[src/rtl/hecc_pkg.sv]
package hecc_pkg;
  localparam int STORE_SHIFT = 2;
  localparam int BYTE_W      = 8;

  function automatic int pair_w(input int n);
    return 2 * $clog2(n);
  endfunction
endpackage

[src/rtl/hecc_byte_term.sv]
module hecc_byte_term #(
  parameter int DATA_W = 8,
  parameter int IDX_W  = 8,
  localparam int BIT_IDX_W = $clog2(DATA_W),
  localparam int COL_W  = 2 * BIT_IDX_W,
  localparam int LINE_W = 2 * IDX_W
) (
  input  logic [DATA_W-1:0] data,
  input  logic [IDX_W-1:0]  idx,
  output logic [COL_W-1:0]  col_term,
  output logic [LINE_W-1:0] line_term
);
  logic byte_par;
  assign byte_par = ^data;

  // column parity: one even/odd pair per bit of the bit index
  always_comb begin
    col_term = '0;
    for (int g = 0; g < BIT_IDX_W; g++) begin
      for (int b = 0; b < DATA_W; b++) begin
        if (((b >> g) & 1) != 0) col_term[2*g+1] = col_term[2*g+1] ^ data[b];
        else                     col_term[2*g]   = col_term[2*g]   ^ data[b];
      end
    end
  end

  // line parity: byte parity steered by each byte-index bit
  for (genvar k = 0; k < IDX_W; k++) begin : g_line
    assign line_term[2*k]   = byte_par & ~idx[k];
    assign line_term[2*k+1] = byte_par &  idx[k];
  end
endmodule

[src/rtl/hecc_accum.sv]
module hecc_accum #(
  parameter int CHUNK_BYTES = 256,
  parameter int COL_W = 6,
  localparam int IDX_W  = $clog2(CHUNK_BYTES),
  localparam int LINE_W = 2 * IDX_W,
  localparam int ECC_W  = COL_W + LINE_W
) (
  input  logic              clk,
  input  logic              rst,
  input  logic              clr,
  input  logic              take,
  input  logic [COL_W-1:0]  col_term,
  input  logic [LINE_W-1:0] line_term,
  output logic [IDX_W-1:0]  idx,
  output logic [ECC_W-1:0]  word_q,
  output logic              done_q
);
  localparam logic [IDX_W-1:0] LAST = IDX_W'(CHUNK_BYTES - 1);

  logic [COL_W-1:0]  acc_col;
  logic [LINE_W-1:0] acc_line;

  always_ff @(posedge clk) begin
    if (rst || clr) begin
      idx      <= '0;
      acc_col  <= '0;
      acc_line <= '0;
      word_q   <= '0;
      done_q   <= 1'b0;
    end else begin
      done_q <= 1'b0;
      if (take) begin
        if (idx == LAST) begin
          word_q   <= {acc_line ^ line_term, acc_col ^ col_term};
          done_q   <= 1'b1;
          acc_col  <= '0;
          acc_line <= '0;
          idx      <= '0;
        end else begin
          acc_col  <= acc_col ^ col_term;
          acc_line <= acc_line ^ line_term;
          idx      <= idx + 1'b1;
        end
      end
    end
  end

  p_done_single_r4: assert property (@(posedge clk) disable iff (rst)
    done_q |=> !done_q);
  p_done_after_take_r4: assert property (@(posedge clk) disable iff (rst)
    done_q |-> ($past(take) && idx == '0));
  p_clr_restart_r8: assert property (@(posedge clk) disable iff (rst)
    clr |=> (idx == '0 && word_q == '0 && !done_q));
  p_idle_hold_r7: assert property (@(posedge clk) disable iff (rst)
    (!take && !clr) |=> ($stable(word_q) && $stable(idx) && $stable(acc_col) && $stable(acc_line)));
endmodule

[src/rtl/hecc_store_fmt.sv]
module hecc_store_fmt #(
  parameter int ECC_W = 22,
  parameter int STORE_BYTES = 3,
  localparam int STORE_W = 8 * STORE_BYTES
) (
  input  logic                        clk,
  input  logic                        rst,
  input  logic [ECC_W-1:0]            word,
  output logic [STORE_BYTES-1:0][7:0] store_q
);
  logic [STORE_W-1:0] shifted;
  logic [STORE_W-1:0] inverted;

  assign shifted  = STORE_W'({word, {hecc_pkg::STORE_SHIFT{1'b0}}});
  assign inverted = ~shifted;

  // byte 0 carries the most significant bits
  for (genvar j = 0; j < STORE_BYTES; j++) begin : g_byte
    always_ff @(posedge clk) begin
      if (rst) store_q[j] <= 8'hFF;
      else     store_q[j] <= inverted[STORE_W-1-8*j -: 8];
    end
  end

  p_reset_form_r1: assert property (@(posedge clk)
    rst |=> (store_q == '1));
endmodule

[src/rtl/hamming_ecc_stream.sv]
module hamming_ecc_stream #(
  parameter int CHUNK_BYTES = 256,
  parameter int DATA_W = 8,
  localparam int IDX_W  = $clog2(CHUNK_BYTES),
  localparam int COL_W  = hecc_pkg::pair_w(DATA_W),
  localparam int LINE_W = 2 * IDX_W,
  localparam int ECC_W  = COL_W + LINE_W
) (
  input  logic              clk,
  input  logic              rst,
  input  logic              ecc_en,
  input  logic              ecc_clr,
  input  logic              byte_vld,
  input  logic [DATA_W-1:0] byte_data,
  output logic [ECC_W-1:0]  ecc_word,
  output logic              ecc_done,
  output logic [7:0]        store_b0,
  output logic [7:0]        store_b1,
  output logic [7:0]        store_b2
);
  localparam int STORE_BYTES = 3;
  localparam int NPAIR = ECC_W / 2;

  logic [IDX_W-1:0]  idx;
  logic [COL_W-1:0]  col_term;
  logic [LINE_W-1:0] line_term;
  logic              take;
  logic [STORE_BYTES-1:0][7:0] store_q;

  assign take = byte_vld & ecc_en & ~ecc_clr;

  hecc_byte_term #(.DATA_W(DATA_W), .IDX_W(IDX_W)) i_term (
    .data(byte_data), .idx(idx), .col_term(col_term), .line_term(line_term));

  hecc_accum #(.CHUNK_BYTES(CHUNK_BYTES), .COL_W(COL_W)) i_accum (
    .clk(clk), .rst(rst), .clr(ecc_clr), .take(take),
    .col_term(col_term), .line_term(line_term),
    .idx(idx), .word_q(ecc_word), .done_q(ecc_done));

  hecc_store_fmt #(.ECC_W(ECC_W), .STORE_BYTES(STORE_BYTES)) i_fmt (
    .clk(clk), .rst(rst), .word(ecc_word), .store_q(store_q));

  assign store_b0 = store_q[0];
  assign store_b1 = store_q[1];
  assign store_b2 = store_q[2];

  // every even/odd pair sums to the total parity of the chunk
  logic [NPAIR-1:0] pair_x;
  always_comb
    for (int k = 0; k < NPAIR; k++) pair_x[k] = ecc_word[2*k] ^ ecc_word[2*k+1];

  p_pair_parity_r3: assert property (@(posedge clk) disable iff (rst)
    ecc_done |-> (pair_x == '0 || pair_x == '1));
  p_off_ignored_r6: assert property (@(posedge clk) disable iff (rst)
    (!ecc_en && !ecc_clr) |=> ($stable(ecc_word) && !ecc_done));
endmodule

[config.mk]
export PLATFORM = sky130hd
export DESIGN_NAME = hamming_ecc_stream
export DESIGN_NICKNAME = d
export VERILOG_FILES = /design/src/rtl/hecc_pkg.sv /design/src/rtl/hecc_byte_term.sv /design/src/rtl/hecc_accum.sv /design/src/rtl/hecc_store_fmt.sv /design/src/rtl/hamming_ecc_stream.sv
export SDC_FILE = /design/constraint.sdc
export NUM_CORES = 1
export LEC_CHECK = 0
export ABC_CLOCK_PERIOD_IN_PS = 2100
export BUFFER_PORTS_ARGS = -buffer_cell sky130_fd_sc_hd__buf_4
export CAP_MARGIN = 20
export CORE_UTILIZATION = 40
export DETAILED_ROUTE_END_ITERATION = 16
export HOLD_SLACK_MARGIN = 0.02
export REMOVE_ABC_BUFFERS = 1
export SLEW_MARGIN = 20
export SYNTH_ARGS = -nofsm -noshare
export SYNTH_HDL_FRONTEND = slang
export SYNTH_SLANG_ARGS = --single-unit
[constraint.sdc]
create_clock -name clk -period 2.1 [get_ports clk]
set_input_delay 0.105 -clock clk [delete_from_list [all_inputs] [get_ports clk]]
set_output_delay 0.105 -clock clk [all_outputs]
set_load 0.01 [all_outputs]
# [Yosys cells after proc, flatten, opt, wreduce, memory -nomap -nowiden]
# Index checks and enable logic that the tools add are counted.
[word_totals] ff_bits=77 latch_bits=0 mem_bits_rw=0 romBits=0 input_bits=13 out_inout_bits=47 wordCells=66 mem_count=0
[op_classes] add_sub_neg=1 multipliers=0 div=0 n_lt_le_gt_ge=0 eq_ne=1 shift=0 mux=4 n_bitwise=48 n_reduce_logical=4
[ops] cell="NOT 24 bit" n=1
[ops] cell="AND 1 bit" n=18
[ops] cell="XOR 1 bit" n=17
[ops] cell="2-to-1 mux 16 bit" n=1
[ops] cell="XOR 16 bit" n=1
[ops] cell="NOT 1 bit" n=10
[ops] cell="adder 8 x 1 -> 8 bit (second input constant)" n=1
[ops] cell="== test 8 bit (second input constant)" n=1
[ops] cell="2-to-1 mux 8 bit" n=1
[ops] cell="XOR reduction 8 bit" n=1
[ops] cell="2-to-1 mux 6 bit" n=1
[ops] cell="XOR 6 bit" n=1
[ops] cell="AND reduction 2 bit" n=1
[ops] cell="OR reduction 2 bit" n=1
[ops] cell="logical OR 1 bit" n=1
[ops] cell="2-to-1 mux 1 bit" n=1

# [Longest topological paths before layout]
# Gate-level depths: netlist of run 1.
[depth] depth_word=5 depth_mapped=8 depth_no_buf=7

# [Cells and area by module]
# From an unflattened synthesis of run 1, not the netlist that was laid out.
[hier_totals] hier_cells=348 hier_area_um2=3314.4
[by_module_without_submodules] module="hecc_accum" n_inst=1 cells_per_inst=265 area_each_um2=2444.8 seq_area_each_um2=1061.0
[by_module_without_submodules] module="hecc_store_fmt" n_inst=1 cells_per_inst=49 area_each_um2=606.8 seq_area_each_um2=440.4
[by_module_without_submodules] module="hecc_byte_term" n_inst=1 cells_per_inst=33 area_each_um2=254.0 seq_area_each_um2=0.0
[by_module_without_submodules] module="hamming_ecc_stream" n_inst=1 cells_per_inst=1 area_each_um2=8.8 seq_area_each_um2=0.0

# [Least setup slack after synthesis of run 1]
# No wires, ideal clock.
[synth_timing] kind="flip-flop to flip-flop" from="register i_accum.idx[1]" to="register i_accum.word_q[21]" setup_time_ns=0.101 arrival_time_ns=1.691 required_ns=1.999 path_slack_ns=0.308 path_stages_with_launch=9 n_path_buf=1 synth_period_minus_slack_ns=1.792 path_cell_list="dfxtp_1 ha_1 nand3_1 nor3_2 nand2_1 inv_1 buf_2 a32oi_1 o41ai_1"
[synth_between] elab_chain_len=2
[synth_rtl] element="start, declared" line_no="hecc_accum.sv:14" text="output logic [IDX_W-1:0] idx,"
[synth_rtl] element="start signal, assigned" line_no="hecc_accum.sv:42" text="idx <= idx + 1'b1;"
[synth_rtl] element="== test 8 bit" line_no="hecc_accum.sv:33" text="if (idx == LAST) begin"
[synth_rtl] element="AND reduction 2 bit (no line)"
[synth_rtl] element="end signal, assigned" line_no="hecc_accum.sv:34" text="word_q <= {acc_line ^ line_term, acc_col ^ col_term};"
[synth_rtl] element="end, declared" line_no="hecc_accum.sv:15" text="output logic [ECC_W-1:0] word_q,"
# No other way between the ends.
# A chain may end at the register's enable or synchronous reset.

# [Final worst setup path of run 1]
[layout_timing] from="register i_accum.idx[0]" to="register i_accum.word_q[6]"
[layout_between] elab_chain_len=3 elab_cells_between_ends=5 cone_classes="eq/ne: 1; bitwise: 3; reduce/logical: 1"
[layout_rtl] element="branches (longest 3 deep; another with == test 8 bit)"
# Several ways; the timed one is not identified.

==> summary.md, run 1 <==
| Metric | Value |
|---|---|
| Status | `finished, final reports clean` |
| Inserted Diodes | `0` |
| Post-synth top flop | `dfxtp_1` |
| ANT nets after route | `0` |
| Wire per inst | `13.43 um` |
| Setup violations, final | `0` |
| Critical hold path startpoint | `rst` |
| FF-to-FF setup slack | `approximately 0.17 ns` |
| Top post-synthesis cells by area | `dfxtp_1, xnor2_1, nand3_1` |
| Yosys top cell area share | `0.4994` |
| First DRT Iteration DRCs | `152` |
| Slowest CP cell | `dfxtp_1` |
| Placed Area | `3593 um^2` |
| Fmax | `0.5186 GHz` |
| # rows | `31` |
| Post-Syn Area | `about 3000 um^2` |
| WHS Path Cells | `2` |
| Top-count cell post-synth | `dfxtp_1` |
| Grt ovf | `0` |
| Skew final | `0.006422 ns` |
| Synth top cells by count | `dfxtp_1, nand3_1, nand2_1, nor2_1, xnor2_1` |
| HPWL Detailed | `4457 um` |
| Initial antenna violation count | `0` |
| Core ar. | `around 7300 um^2` |
| Pins Over Slew Limit | `0` |
| H-tree levels | `3` |
| Cell Pwr Density | `775.8 nW/um^2` |
| Async SR Flop Fraction | `0` |
| Drt first pass iters | `4` |
| Total GRT Usage | `0.1883` |
| Crit end category | `flip-flop` |
| Number of global-route vias before repair | `2250` |
| Slew @ Worst Pin | `0.6118 ns` |
| First-pass GRT wire length | `10940 um` |
| CTS Buf Count | `9` |
| WP buf/inv | `1` |
| # resized after CTS | `0` |
| # fillers | `682` |
| Area growth, synth to finish | `25.97%` |
| Post-CTS Hold Fix Bufs | `0` |
| Most frequent CP cell | `nand3_1` |
| RSZ-0062 raised after global routing | `no` |
| Worst path arrival time | `2.17 ns` |
| Final hold vios | `0` |
| Die height | `88.70 um` |
| Design area | `3787 um^2` |
| Sequential area share after synthesis | `0.4994` |
| Flops & latches, synth | `75` |
| Number of clock sinks | `75` |
| Reg clk slew, reported paths | `around 0.08 ns` |
| R2R Path Start | `i_accum.idx[0]` |
| Power Total | `2.938 mW` |
| Vias per inst | `5.051` |
| Via count | `2490` |
| # DRC | `0` |
| CP Class | `reg -> reg` |
| Worst R2R End | `i_accum.word_q[6]` |
| Final Net Count | `404` |
| Synth Area per Inst | `9.280 um^2` |
| Die X | `88.70 um` |
| CTS Root Cell | `clkbuf_8` |
| Routed wire length | `6621 um` |
| I/O pin cnt | `60` |
| Max incr delay on CP | `0.42 ns` |
| Final critical-path share of the clock period | `0.9183` |
| CP Launch Type | `flip-flop` |
| Post-synth EDFFs | `0` |
| Port-buffer cells | `57` |
| Clock tree buffer depth | `2` |
| CP Max Fanout | `8` |
| FF+latch area | `between 1500 and 2000 um^2` |
| Largest net degree at the start of global routing | `31` |
| CP cell instances | `ha_1 -> nand3_1 -> nor3_2 -> nor2_1 -> buf_4 -> a32oi_1 -> nand3_1` |
| Multi-input gate area | `1366 um^2` |
| Initial Utilization | `0.4145` |
| Worst slew margin | `0.5906` |
| Post-layout minimum cycle time | `1.928 ns` |
| TritonCTS clock tree | `yes` |
| Largest area contributor in the netlist | `dfxtp_1` |
| Worst-skew pair later-pin latency | `between 0.3 and 0.4 ns` |
| Share of cells above drive strength 1 | `0.2284` |
| Peak supply drop | `0.0004844 V` |
| Hold EP | `i_fmt.store_q[1]` |
| R2R cell count | `7` |
| CP required | `roughly 2.3 ns` |
| Die area | `about 7900 um^2` |
| Crit-path leading delay family | `simple AND/OR/NAND/NOR gates` |
| Max-Cap Viols | `0` |
| Hold WC Path Type | `in -> reg` |
| Routability cong. | `roughly 0.77` |
| Leakage | `approximately 1.5 nW` |
| Syn Inst Count | `around 320` |
| Ys Warns | `0` |
| Postcts setup bufs | `0` |
| Setup TNS Final | `0 ns` |
| Synth unique cells | `35` |
placed cells by master, fill, tap and decap left out, types with 3 or more instances in the layout:
cell	Yosys	routed
a21oi_1	4	4
a22o_1	9	9
a22oi_1	6	6
a32oi_1	17	17
buf_4	2	73
clkbuf_8	0	11
dfxtp_1	75	75
inv_1	9	9
nand2_1	30	30
nand2b_1	22	22
nand3_1	31	31
nor2_1	29	29
nor3_1	5	5
nor4_1	3	3
o211ai_1	16	16
o21ai_0	5	5
or4_1	3	3
xnor2_1	24	24
kinds of logic (layout without fill, tap and decap cells):
| group | Yosys count | after routing | synth area share |
|---|---|---|---|
| adders and majority gates | 1 | 1 | 0.004161 |
| buffers and inverters | 29 | 98 | 0.04993 |
| other | 1 | 2 | 0.001247 |
| and+or+nand+nor | 131 | 131 | 0.2127 |
| AOI/OAI and AO/OA | 59 | 59 | 0.1506 |
| DFF | 75 | 75 | 0.4994 |
| muxes | 1 | 1 | 0.003329 |
| xor gates and xnor gates | 27 | 27 | 0.07865 |
state kept, by name (all words and copies together), names as in the netlist:
signal            cells
i_accum.idx           8
i_accum.done_q        1
i_accum.acc_col       6
i_accum.word_q       22
i_accum.acc_line     16
i_fmt.store_q        22
through the flow:
stage          utilization  hold slack (ns)  cells  setup WS [ns]
4_1_cts             0.5222           0.1499    493         0.1800
6_report            0.5222           0.1287    493         0.1716
2_1_floorplan            -           0.2065    305       -0.06009
3_3_place_gp        0.4954           0.3983    478         0.2556
3_5_place_dp        0.4954           0.3994    478         0.1900
5_1_grt             0.5222           0.1657    493        0.01424
metal layers:
metal | global-route usage | part of all wire | vias to the layer above
met5 | 0 | 0 | -
met4 | 0.09238 | 0.017 | 0
met3 | 0.03451 | 0.046 | 9
met2 | 0.2930 | 0.46 | 63
met1 | 0.2514 | 0.48 | 1150
li1 | - | - | 1268
final cells by class:
type,count,area share
inverters,9,0.008920
repair buffers,74,0.1500
clock inverters,2,0.009250
well taps,99,0.03271
clock buffers,13,0.04196
flip-flops and latches,75,0.3964
multi-input cells,221,0.3608
how the worst max path moves through the flow:
stage,from,end,depth (start not counted)
6_report,i_accum.idx[0],i_accum.word_q[6],7
4_1_cts,i_accum.idx[0],i_accum.word_q[6],7
3_3_place_gp,i_accum.idx[0],i_accum.word_q[9],7
5_1_grt,i_accum.idx[0],i_accum.word_q[21],8
3_5_place_dp,i_accum.idx[0],i_accum.word_q[6],7
2_1_floorplan,byte_data[5],i_accum.acc_line[14],5
power breakdown:
part	switching (mW)	internal, mW
Clock	0.515	0.607
Sequential	0.00713	1.43
Combinational	0.236	0.145
(Power assumes the default switching activity.)
==> run 2: changes to the inputs <==
PLACE_DENSITY = 0.64   (was not set)
==> run 2 against run 1 <==
Effect of this change:
- sequential power hardly changed
- combinational power decreased by 5%
- highest routed layer unchanged
- wire length is 4.8% lower
- final area shrank 1.1%
- final cell count shrank 0.41%
- register-to-register slack improved by 0.03 ns
- critical path depth grew 1
==> summary.md, run 2 (same netlist as run 1, synthesis figures left out) <==
| Metric | Value |
|---|---|
| Wire per inst | `12.84 um (-4.4%)` |
| R2R cell count | `8 (+1)` |
| Die X | `88.70 um (unchanged)` |
| Cell Pwr Density | `736.9 nW/um^2 (-5.0%)` |
| Most frequent CP cell | `nand3_1` |
| Inserted Diodes | `0 (unchanged)` |
| Crit-path leading delay family | `simple AND/OR/NAND/NOR gates` |
| Placed cell count | `477 (-0.21%)` |
| # rows | `31 (unchanged)` |
| R2R Path Start | `i_accum.idx[0]` |
| H-tree levels | `3 (unchanged)` |
| HPWL Detailed | `4337 um (-2.7%)` |
| Initial Utilization | `0.4145 (unchanged)` |
| Final Net Count | `403 (-0.25%)` |
| Worst R2R End | `i_accum.word_q[6]` |
| Skew final | `0.003152 ns (-0.003270 ns)` |
| Area growth, synth to finish | `24.55%` |
| Slowest CP cell | `dfxtp_1` |
| Reg clk slew, reported paths | `0.07 ns (about the same)` |
| Post-layout minimum cycle time | `1.899 ns (-0.02896 ns)` |
| Worst path arrival time | `2.17 ns (about the same)` |
| Non-Filler Instances | `491 (-0.41%)` |
| Design area | `3745 um^2 (-1.1%)` |
| Die height | `88.70 um (unchanged)` |
| TritonCTS clock tree | `yes` |
| Critical hold path startpoint | `rst` |
| First-pass GRT wire length | `10580 um (-3.3%)` |
| Share of cells above drive strength 1 | `0.2321 (+0.003716)` |
| Postcts setup bufs | `0 (unchanged)` |
| Grt ovf | `0 (unchanged)` |
| CP cell instances | `ha_1 -> nand3_1 -> nor3_2 -> nand2_1 -> inv_1 -> buf_4 -> a32oi_1 -> nand3_1` |
| Fmax | `0.5265 GHz (+1.5%)` |
| I/O pin cnt | `60 (unchanged)` |
| Clock tree buffer depth | `2 (unchanged)` |
| Setup WS post-layout | `0.2006 ns (+0.02896 ns)` |
| Pins Over Slew Limit | `0 (unchanged)` |
| RSZ-0062 raised after global routing | `no` |
| CP required | `2.37 ns (+0.03 ns)` |
| Hold EP | `i_fmt.store_q[3]` |
| Biggest regs | `i_accum.word_q: 22 flops, i_fmt.store_q: 22 flops, i_accum.acc_line: 16 flops` |
| Worst-skew pair later-pin latency | `0.33 ns (-0.02 ns)` |
| Smallest hold slack | `0.1483 ns (+0.01959 ns)` |
| Routed wire length | `6305 um (-4.8%)` |
| Routability cong. | `0.8523 (+10%)` |
| # DRC | `0 (unchanged)` |
| WP buf/inv | `2 (+1)` |
| Vias per inst | `5.061 (+0.21%)` |
| Final Util | `0.5163 (-0.005865)` |
| CTS Buf Count | `9 (unchanged)` |
| Largest net degree at the start of global routing | `25 (-19%)` |
| FF-to-FF setup slack | `0.20 ns (+0.03 ns)` |
| Setup violations, final | `0 (unchanged)` |
| CP Launch Type | `flip-flop` |
| Hold WC Path Type | `in -> reg` |
| Status | `finished, final reports clean` |
| Most common cell after layout, fill and taps aside | `dfxtp_1` |
| Number of global-route vias before repair | `2242 (-0.36%)` |
| Final critical-path share of the clock period | `0.9045 (-0.01379)` |
| Dpl ws | `0.2079 ns (+0.01792 ns)` |
| Peak supply drop | `0.0003182 V (-34%)` |
| Post-CTS Hold Fix Bufs | `0 (unchanged)` |
| Critical Path Source | `i_accum.idx[0]` |
| CTS Root Cell | `clkbuf_8` |
| Max-Cap Viols | `0 (unchanged)` |
| Initial antenna violation count | `0 (unchanged)` |
| Core ar. | `7253 um^2 (unchanged)` |
| Placed Area | `3573 um^2 (-0.56%)` |
| Drt first pass iters | `4 (unchanged)` |
| CP Class | `reg -> reg` |
| Total GRT Usage | `0.1751 (-0.01319)` |
| First DRT Iteration DRCs | `90 (-41%)` |
| Leakage | `1.475 nW (-1.6%)` |
| Max incr delay on CP | `0.42 ns (about the same)` |
| CP Max Fanout | `19 (+11)` |
| WHS Path Cells | `2 (unchanged)` |
| Via count | `2485 (-0.20%)` |
| Number of clock sinks | `75 (unchanged)` |
| Crit end category | `flip-flop` |
| Final hold vios | `0 (unchanged)` |
| Most frequent cells in the layout | `dfxtp_1, buf_4, nand3_1, nand2_1, nor2_1` |
| Port-buffer cells | `57 (unchanged)` |
| Die area | `7868 um^2 (unchanged)` |
| ANT nets after route | `0 (unchanged)` |
-- run 2: stage by stage --
step	setup TNS, ns	total power, mW
2_1_floorplan	-0.2020	1.673
5_1_grt	0	2.893
3_5_place_dp	0	1.836
3_3_place_gp	0	1.831
6_report	0	2.759
4_1_cts	0	2.798
-- run 2: worst register-to-register path, delay by kind of cell (launching register included) --
| kind | cells | cell delay (ns) |
|---|---|---|
| and+or+nand+nor | 4 | 0.75 |
| DFF | 1 | 0.42 |
| AOI/OAI and AO/OA | 1 | 0.15 |
| buffers and inverters | 2 | 0.33 |
| adders and majority gates | 1 | 0.20 |
-- run 2: where the power goes --
| part | leakage, nW | total [mW] | internal (mW) | switching [mW] |
|---|---|---|---|---|
| clock | 0.0843 | 0.962 | 0.479 | 0.483 |
| sequential | 0.606 | 1.44 | 1.43 | 0.00712 |
| combinational | 0.785 | 0.362 | 0.133 | 0.229 |
| total | 1.48 | 2.76 | 2.04 | 0.718 |
-- run 2: worst max-delay path by stage --
stage	to	slack, ns	cells after the start
2_1_floorplan	i_accum.acc_line[14]	-0.06	5
6_report	i_accum.word_q[6]	0.20	8
4_1_cts	i_accum.acc_line[15]	0.19	7
3_5_place_dp	i_accum.acc_line[8]	0.21	7
3_3_place_gp	i_accum.word_q[8]	0.25	8
5_1_grt	i_accum.word_q[6]	0.03	8
-- run 2: metal layers --
layer | vias to the layer above | share of wire | GRT usage
li1 | 1270 | - | -
met2 | 63 | 0.46 | 0.2692
met5 | - | 0 | 0
met3 | 8 | 0.040 | 0.02799
met1 | 1144 | 0.49 | 0.2436
met4 | 0 | 0.012 | 0.07478
-- run 2: what timing repair did --
item	CTS	global route
resized for setup	0	2
setup endpoints to repair	0	1
hold endpoints to repair	0	0
-- run 2: layout make-up --
| class | instances | area, um^2 |
|---|---|---|
| Clock buffer | 12 | 155.1 |
| Clock inverter | 2 | 12.51 |
| Multi-Input combinational cell | 221 | 1369 |
| Sequential cell | 75 | 1503 |
| Inverter | 9 | 33.78 |
| Tap cell | 99 | 123.9 |
| Timing Repair Buffer | 73 | 548.0 |
| Fill cell | 681 | 3508 |
